File: config.mk
export PLATFORM = sky130hd
export DESIGN_NAME = gated_pair_timer
export DESIGN_NICKNAME = d
export VERILOG_FILES = /design/src/rtl/tmr_pkg.sv /design/src/rtl/tmr_sync.sv /design/src/rtl/tmr_prescale.sv /design/src/rtl/tmr_channel.sv /design/src/rtl/gated_pair_timer.sv
export SDC_FILE = /design/constraint.sdc
export NUM_CORES = 1
export LEC_CHECK = 0
export ABC_AREA = 1
export ABC_CLOCK_PERIOD_IN_PS = 3520
export BUFFER_PORTS_ARGS = -buffer_cell sky130_fd_sc_hd__buf_2
export CAP_MARGIN = 15
export CORE_MARGIN = 4
export CORE_UTILIZATION = 58
export DETAILED_ROUTE_END_ITERATION = 10
export PLACE_DENSITY = 0.83
export SETUP_SLACK_MARGIN = 0.4
export SKIP_LAST_GASP = 1
export SLEW_MARGIN = 0
export SYNTH_ARGS = -nofsm -noshare
export SYNTH_HDL_FRONTEND = slang
export SYNTH_SLANG_ARGS = --single-unit
File: constraint.sdc
create_clock -name clk -period 3.52 [get_ports clk]
set_input_delay 0.352 -clock clk [delete_from_list [all_inputs] [get_ports clk]]
set_output_delay 0.352 -clock clk [all_outputs]
set_load 0.02 [all_outputs]
File: src/rtl/tmr_pkg.sv
package tmr_pkg;
  localparam int CFG_W = 9;

  localparam logic [1:0] SRC_SYS  = 2'd0;
  localparam logic [1:0] SRC_DIV  = 2'd1;
  localparam logic [1:0] SRC_PIN  = 2'd2;
  localparam logic [1:0] SRC_PAIR = 2'd3;

  localparam logic [1:0] GM_OFF     = 2'd0;
  localparam logic [1:0] GM_HOLD    = 2'd1;
  localparam logic [1:0] GM_RESTART = 2'd2;

  localparam logic [1:0] REG_CTRL = 2'd0;
  localparam logic [1:0] REG_REF  = 2'd1;
  localparam logic [1:0] REG_CNT  = 2'd2;
  localparam logic [1:0] REG_CAPT = 2'd3;

  typedef struct packed {
    logic       en;
    logic [1:0] gmode;
    logic       rst_m;
    logic       tog;
    logic [1:0] edg;   // bit0 rising, bit1 falling
    logic [1:0] src;
  } tmr_cfg_t;
endpackage

File: src/rtl/tmr_sync.sv
module tmr_sync #(
  parameter int   STAGES  = 2,
  parameter logic RST_VAL = 1'b0
) (
  input  logic clk,
  input  logic rst,
  input  logic pin,
  output logic lvl,
  output logic prv
);
  logic [STAGES:0] sh;

  always_ff @(posedge clk) begin
    if (rst) sh <= {(STAGES+1){RST_VAL}};
    else     sh <= {sh[STAGES-1:0], pin};
  end

  assign lvl = sh[STAGES-1];
  assign prv = sh[STAGES];
endmodule

File: src/rtl/tmr_prescale.sv
module tmr_prescale #(
  parameter int DIV = 16
) (
  input  logic clk,
  input  logic rst,
  output logic tick
);
  localparam int PW = (DIV > 1) ? $clog2(DIV) : 1;
  localparam logic [PW-1:0] LAST = PW'(DIV - 1);

  logic [PW-1:0] cnt_q;

  always_ff @(posedge clk) begin
    if (rst)               cnt_q <= '0;
    else if (cnt_q == LAST) cnt_q <= '0;
    else                   cnt_q <= cnt_q + 1'b1;
  end

  assign tick = (cnt_q == LAST);

  AST_DIV_SPACED: assert property (@(posedge clk) disable iff (rst)
    tick |=> !tick);
endmodule

File: src/rtl/tmr_channel.sv
module tmr_channel
  import tmr_pkg::*;
#(
  parameter int CW = 16
) (
  input  logic          clk,
  input  logic          rst,
  input  logic          wr_ctrl,
  input  logic          wr_ref,
  input  logic          wr_cnt,
  input  logic          wr_clr,
  input  logic [CW-1:0] wdata,
  input  logic          div_tick,
  input  logic          pin_lvl,
  input  logic          pin_prv,
  input  logic          pair_pulse,
  input  logic          gate_lvl,
  input  logic          gate_prv,
  output tmr_cfg_t      cfg_o,
  output logic [CW-1:0] ref_o,
  output logic [CW-1:0] cnt_o,
  output logic [CW-1:0] capt_o,
  output logic          tout_o,
  output logic          mflag_o,
  output logic          cflag_o,
  output logic          mpulse_o
);
  tmr_cfg_t      cfg_q;
  logic [CW-1:0] ref_q, cnt_q, capt_q;
  logic          tout_q, mflag_q, cflag_q, mpulse_q;

  logic tick, run, hit, gclr, cap_ev, pin_rise, pin_fall, gate_fall;

  assign pin_rise  = pin_lvl & ~pin_prv;
  assign pin_fall  = ~pin_lvl & pin_prv;
  assign gate_fall = ~gate_lvl & gate_prv;

  always_comb begin
    case (cfg_q.src)
      SRC_SYS:  tick = 1'b1;
      SRC_DIV:  tick = div_tick;
      SRC_PIN:  tick = pin_rise;
      default:  tick = pair_pulse;
    endcase
  end

  assign run    = cfg_q.en && tick && !(cfg_q.gmode == GM_HOLD && gate_lvl);
  assign hit    = run && (cnt_q == ref_q);
  assign gclr   = (cfg_q.gmode == GM_RESTART) && gate_fall;
  assign cap_ev = (cfg_q.edg[0] && pin_rise) || (cfg_q.edg[1] && pin_fall);

  always_ff @(posedge clk) begin
    if (rst) begin
      cfg_q <= '0;
      ref_q <= '0;
    end else begin
      if (wr_ctrl) cfg_q <= tmr_cfg_t'(wdata[CFG_W-1:0]);
      if (wr_ref)  ref_q <= wdata;
    end
  end

  always_ff @(posedge clk) begin
    if (rst)               cnt_q <= '0;
    else if (wr_cnt)       cnt_q <= wdata;
    else if (gclr)         cnt_q <= '0;
    else if (run) begin
      if (hit && cfg_q.rst_m) cnt_q <= '0;
      else                    cnt_q <= cnt_q + 1'b1;
    end
  end

  always_ff @(posedge clk) begin
    if (rst)         capt_q <= '0;
    else if (cap_ev) capt_q <= cnt_q;
  end

  always_ff @(posedge clk) begin
    if (rst) begin
      mflag_q  <= 1'b0;
      cflag_q  <= 1'b0;
      mpulse_q <= 1'b0;
      tout_q   <= 1'b1;
    end else begin
      mpulse_q <= hit;
      if (hit)                       mflag_q <= 1'b1;
      else if (wr_clr && wdata[0])   mflag_q <= 1'b0;
      if (cap_ev)                    cflag_q <= 1'b1;
      else if (wr_clr && wdata[1])   cflag_q <= 1'b0;
      if (cfg_q.tog) tout_q <= tout_q ^ hit;
      else           tout_q <= ~hit;
    end
  end

  assign cfg_o    = cfg_q;
  assign ref_o    = ref_q;
  assign cnt_o    = cnt_q;
  assign capt_o   = capt_q;
  assign tout_o   = tout_q;
  assign mflag_o  = mflag_q;
  assign cflag_o  = cflag_q;
  assign mpulse_o = mpulse_q;

  AST_RESTART_ZERO: assert property (@(posedge clk) disable iff (rst)
    (hit && cfg_q.rst_m && !wr_cnt && !gclr) |=> (cnt_q == '0));
  AST_PULSE_AFTER_HIT: assert property (@(posedge clk) disable iff (rst)
    ($past(!cfg_q.tog) && $fell(tout_q)) |-> $past(hit));
  AST_TOGGLE_ON_HIT: assert property (@(posedge clk) disable iff (rst)
    ($past(cfg_q.tog) && (tout_q != $past(tout_q))) |-> $past(hit));
  AST_FLAG_STICKY: assert property (@(posedge clk) disable iff (rst)
    (mflag_q && !(wr_clr && wdata[0])) |=> mflag_q);
  AST_GATE_HOLD: assert property (@(posedge clk) disable iff (rst)
    (cfg_q.gmode == GM_HOLD && gate_lvl && !wr_cnt) |=> $stable(cnt_q));
endmodule

File: src/rtl/gated_pair_timer.sv
module gated_pair_timer
  import tmr_pkg::*;
#(
  parameter int CW       = 16,
  parameter int DIV      = 16,
  parameter int SYNC_STG = 2
) (
  input  logic          clk,
  input  logic          rst,
  input  logic          wr_en,
  input  logic [2:0]    addr,
  input  logic [CW-1:0] wdata,
  output logic [CW-1:0] rdata,
  input  logic [1:0]    tin,
  input  logic          gate_n,
  output logic [1:0]    tout,
  output logic [1:0]    match_flag,
  output logic [1:0]    capt_flag
);
  localparam int NT = 2;

  logic            div_tick, gate_lvl, gate_prv;
  logic [NT-1:0]   pin_lvl, pin_prv, mpulse;
  tmr_cfg_t        cfg_a  [NT];
  logic [CW-1:0]   ref_a  [NT];
  logic [CW-1:0]   cnt_a  [NT];
  logic [CW-1:0]   capt_a [NT];

  tmr_prescale #(.DIV(DIV)) u_pre (.clk(clk), .rst(rst), .tick(div_tick));

  tmr_sync #(.STAGES(SYNC_STG), .RST_VAL(1'b1)) u_gsync (
    .clk(clk), .rst(rst), .pin(gate_n), .lvl(gate_lvl), .prv(gate_prv));

  for (genvar ch = 0; ch < NT; ch++) begin : g_tmr
    localparam int P = NT - 1 - ch;
    logic sel;
    assign sel = wr_en && (addr[2] == ch[0]);

    tmr_sync #(.STAGES(SYNC_STG), .RST_VAL(1'b0)) u_psync (
      .clk(clk), .rst(rst), .pin(tin[ch]), .lvl(pin_lvl[ch]), .prv(pin_prv[ch]));

    tmr_channel #(.CW(CW)) u_ch (
      .clk(clk), .rst(rst),
      .wr_ctrl(sel && addr[1:0] == REG_CTRL),
      .wr_ref (sel && addr[1:0] == REG_REF),
      .wr_cnt (sel && addr[1:0] == REG_CNT),
      .wr_clr (sel && addr[1:0] == REG_CAPT),
      .wdata(wdata), .div_tick(div_tick),
      .pin_lvl(pin_lvl[ch]), .pin_prv(pin_prv[ch]),
      .pair_pulse(mpulse[P]),
      .gate_lvl(gate_lvl), .gate_prv(gate_prv),
      .cfg_o(cfg_a[ch]), .ref_o(ref_a[ch]), .cnt_o(cnt_a[ch]), .capt_o(capt_a[ch]),
      .tout_o(tout[ch]), .mflag_o(match_flag[ch]), .cflag_o(capt_flag[ch]),
      .mpulse_o(mpulse[ch]));
  end

  always_ff @(posedge clk) begin
    if (rst) rdata <= '0;
    else begin
      case (addr[1:0])
        REG_CTRL: rdata <= CW'(cfg_a[addr[2]]);
        REG_REF:  rdata <= ref_a[addr[2]];
        REG_CNT:  rdata <= cnt_a[addr[2]];
        default:  rdata <= capt_a[addr[2]];
      endcase
    end
  end

  AST_CASCADE_ONE_STEP: assert property (@(posedge clk) disable iff (rst)
    (cfg_a[1].en && cfg_a[1].src == SRC_PAIR && !mpulse[0] &&
     cfg_a[1].gmode == GM_OFF && !(wr_en && addr == 3'd6))
    |=> $stable(cnt_a[1]));
endmodule

==> metrics.md <==
| Metric | Value |
|---|---|
| Antenna violations before repair | `0` |
| Hold Path End | `u_gsync.sh[0]$_SDFF_PP1_` |
| Hold depth | `2` |
| Syn avg cell area | `between 6 and 7 um^2` |
| YS warnings | `0` |
| Clock latency on the worst-skew pair | `roughly 0.44 ns` |
| Setup crit end kind | `register` |
| Syn Nets | `1099` |
| Die area | `about 15000 um^2` |
| Initial Util | `roughly 59%` |
| Placed cells | `1234` |
| Synth area leader | `dfxtp_1` |
| Post-layout nets | `~1100` |
| Finished Core Util | `65.9%` |
| Top Ports | `47` |
| Post-Synthesis Cell Area | `roughly 7500 um^2` |
| Area Overhead vs Synth | `10.9%` |
| Data arrival time of the worst path | `between 2 and 3 ns` |
| Worst Skew | `around 0.0095 ns` |
| Final hold violation count | `0` |
| Pleak | `approximately 3.5 nW` |
| Hold_ws | `roughly 0.10 ns` |
| Reg-to-Reg Start | `u_pre.cnt_q[0]$_SDFF_PP0_` |
| Asr flop ratio synth | `0%` |
| Core footprint | `~13000 um^2` |
| FF-to-FF setup slack | `1.34 ns` |
| TritonCTS buffer count | `17` |
| CTS max path bufs | `2` |
| Main synth FF type | `dfxtp_1` |
| Final HPWL DP | `14.5 mm` |
| Worst slew margin | `between 30% and 40%` |
| R2R Path End | `g_tmr[0].u_ch.cnt_o[14]$_SDFFE_PP0P_` |
| Critical path, cell by cell | `buf_2 > inv_2 > nand2_4 > nor2_1 > inv_1 > o21ai_0 > a21oi_1` |
| Vias per cell | `5.79` |
| Postcts setup bufs | `0` |
| Synth top area cells | `dfxtp_1 40%, a21oi_1 11%, o21ai_0 9.5%, nand2_1 8.2%, nor2_1 7.3%` |
| Core Rows | `41` |
| Port buffer count | `46` |
| Avg WL per Cell | `about 17 um` |
| R2R cell count | `8` |
| DR vias | `~7300` |
| Status | `completed` |
| Routability cong. | `0.901` |
| Sequential area share after synthesis | `40.3%` |
| Die X | `~120 um` |
| Vias in the first global route | `between 6000 and 7000` |
| Total grt overflow | `0` |
| Synth unique cells | `37` |
| Vert. Die Dim | `between 100 and 150 um` |
| CP Launch Type | `input pin` |
| Post-synth top area share | `around two fifths` |
| Cell area after layout | `about 8300 um^2` |
| Final Cycle Share | `between 60 and 70%` |
| Number of synthesized flops with an enable pin | `0` |
| First-pass GRT wire length | `34.1 mm` |
| Final Max Slew Viols | `0` |
| Largest net degree at the start of global routing | `68` |
| Synth Register Bits | `about 150` |
| Worst-path clk slew | `0.06 ns` |
| CTS resizes | `0` |
| Share of cells above drive strength 1 | `between 10 and 15%` |
| Setup TNS | `0 ns` |
| Max-Cap Viols | `0` |
| Post-route DRC | `0` |
| Worst setup margin | `between 1 and 1.5 ns` |
| # hold bufs at CTS | `0` |
| WL final | `21.1 mm` |
| CP required | `about 3.8 ns` |
| Clock sink total | `~150` |
| Clk root buf | `clkbuf_16` |
| TritonCTS clock tree | `done` |
| ANT nets after route | `0` |
| Period minus WS final | `2.22 ns` |
| Non-Filler Instances | `1266` |
| F_max | `0.450 GHz` |
| Critical setup path kind | `in2reg` |
| H-tree depth | `4` |
| Initial DRC Count | `1056` |
| Worst VDD drop | `0.000393 V` |
| Slew at the pin closest to its max-slew limit | `0.911 ns` |
| Hold Crit Class | `in2reg` |
| RSZ-0062 raised after global routing | `false` |
| Gr usage total | `between 20 and 30%` |
| Final setup fails | `0` |
| Router iterations before antenna repair | `5` |
| Crit-path slowest cell | `nor2_1` |
| Crit Path Max Fanout | `between 40 and 50` |
| Power per cell area | `around 500 nW/um^2` |
| Placed inst area | `7680 um^2` |
| Antenna cells | `0` |
| Dpl ws | `just under 1 ns` |
| Critical hold path startpoint | `gate_n` |
| Syn Inst Count | `1071` |
| Max incr delay on CP | `0.70 ns` |
| Tot Pwr | `around 4.3 mW` |
-- worst max path at each step --
stage	startpoint	end	slack (ns)
final	addr[2]	g_tmr[0].u_ch.ref_o[6]$_SDFFE_PP0P_	1.30
after global routing	addr[2]	g_tmr[0].u_ch.ref_o[9]$_SDFFE_PP0P_	1.04
after detailed placement	addr[2]	g_tmr[0].u_ch.ref_o[6]$_SDFFE_PP0P_	0.99
after floorplan	u_pre.cnt_q[0]$_SDFF_PP0_	g_tmr[0].u_ch.cnt_o[15]$_SDFFE_PP0P_	1.92
after CTS	addr[2]	g_tmr[0].u_ch.ref_o[7]$_SDFFE_PP0P_	1.38
after global placement	addr[2]	g_tmr[0].u_ch.ref_o[2]$_SDFFE_PP0P_	1.05
-- cell families after synthesis --
group                      Yosys count  share of synthesized area (%)
xor gates and xnor gates            30                           3.51
DFF                                151                           40.3
buffers and inverters              160                           9.16
AOI/OAI and AO/OA                  339                           23.8
adders and majority gates            3                          0.501
and+or+nand+nor                    388                           22.7
-- cell usage in the layout (no fill, tap or decap), types with 8 or more instances in the layout --
cell	count
a21oi_1	166
xnor2_1	11
nand2_1	163
o21ai_0	142
xor2_1	19
o2111ai_1	10
inv_1	88
nand4_1	9
nand3_1	43
buf_2	46
nor3_1	10
nor2_1	145
dfxtp_1	151
inv_2	8
clkbuf_16	17
-- flip-flops by register name, indices dropped and copies added (netlist names) --
name / flops
g_tmr.u_ch.mpulse_o: 2
g_tmr.u_ch.cfg_o: 18
g_tmr.u_ch.ref_o: 32
u_pre.cnt_q: 4
g_tmr.u_ch.cflag_o: 2
g_tmr.u_ch.capt_o: 32
g_tmr.u_ch.tout_o: 2
g_tmr.u_psync.sh: 6
g_tmr.u_ch.mflag_o: 2
rdata: 16
g_tmr.u_ch.cnt_o: 32
u_gsync.sh: 3
-- cell usage after synthesis, types with 2 or more instances --
master	count
a21oi_1	166
nand2_1	163
dfxtp_1	151
nor2_1	145
o21ai_0	142
inv_1	89
nand3_1	43
clkbuf_1	32
xor2_1	19
buf_2	15
xnor2_1	11
nor3_1	10
o2111ai_1	10
buf_4	9
nand4_1	9
inv_2	7
o21ai_1	7
o221ai_1	7
nor2_8	4
o211ai_1	4
buf_6	3
ha_1	3
or2_2	3
inv_4	2
nand2_4	2
nand4_2	2
nor2_2	2
nor2_4	2
-- power breakdown --
group	total [mW]	internal (mW)	switching [mW]
registers	1.85	1.78	0.0681
clock network	1.96	1.26	0.699
logic	0.455	0.144	0.311
-- metal layers --
| layer | vias up | global-route usage, % | share of wire [%] |
|---|---|---|---|
| met5 | - | 0 | 0 |
| met2 | 352 | 42.9 | 44 |
| met4 | 0 | 11.3 | 3.2 |
| met3 | 65 | 7.89 | 9.9 |
| met1 | 3340 | 41.2 | 43 |
| li1 | 3574 | - | - |
-- area by class of cell --
cell class	instances	area, um^2
clock buffer	24	492
clock inverter	8	143
fill	1117	4300
inverter	99	382
multi-input combinational	760	3790
sequential	151	3020
tap	172	215
timing repair buffer	52	275
-- worst max-delay path, delay by kind of cell --
kind / cells / cell delay, ns
buffers and inverters: 3 / 1.00
AOI/OAI and AO/OA: 2 / 0.37
and+or+nand+nor: 2 / 0.79
Power figures use the tool's default switching activity.
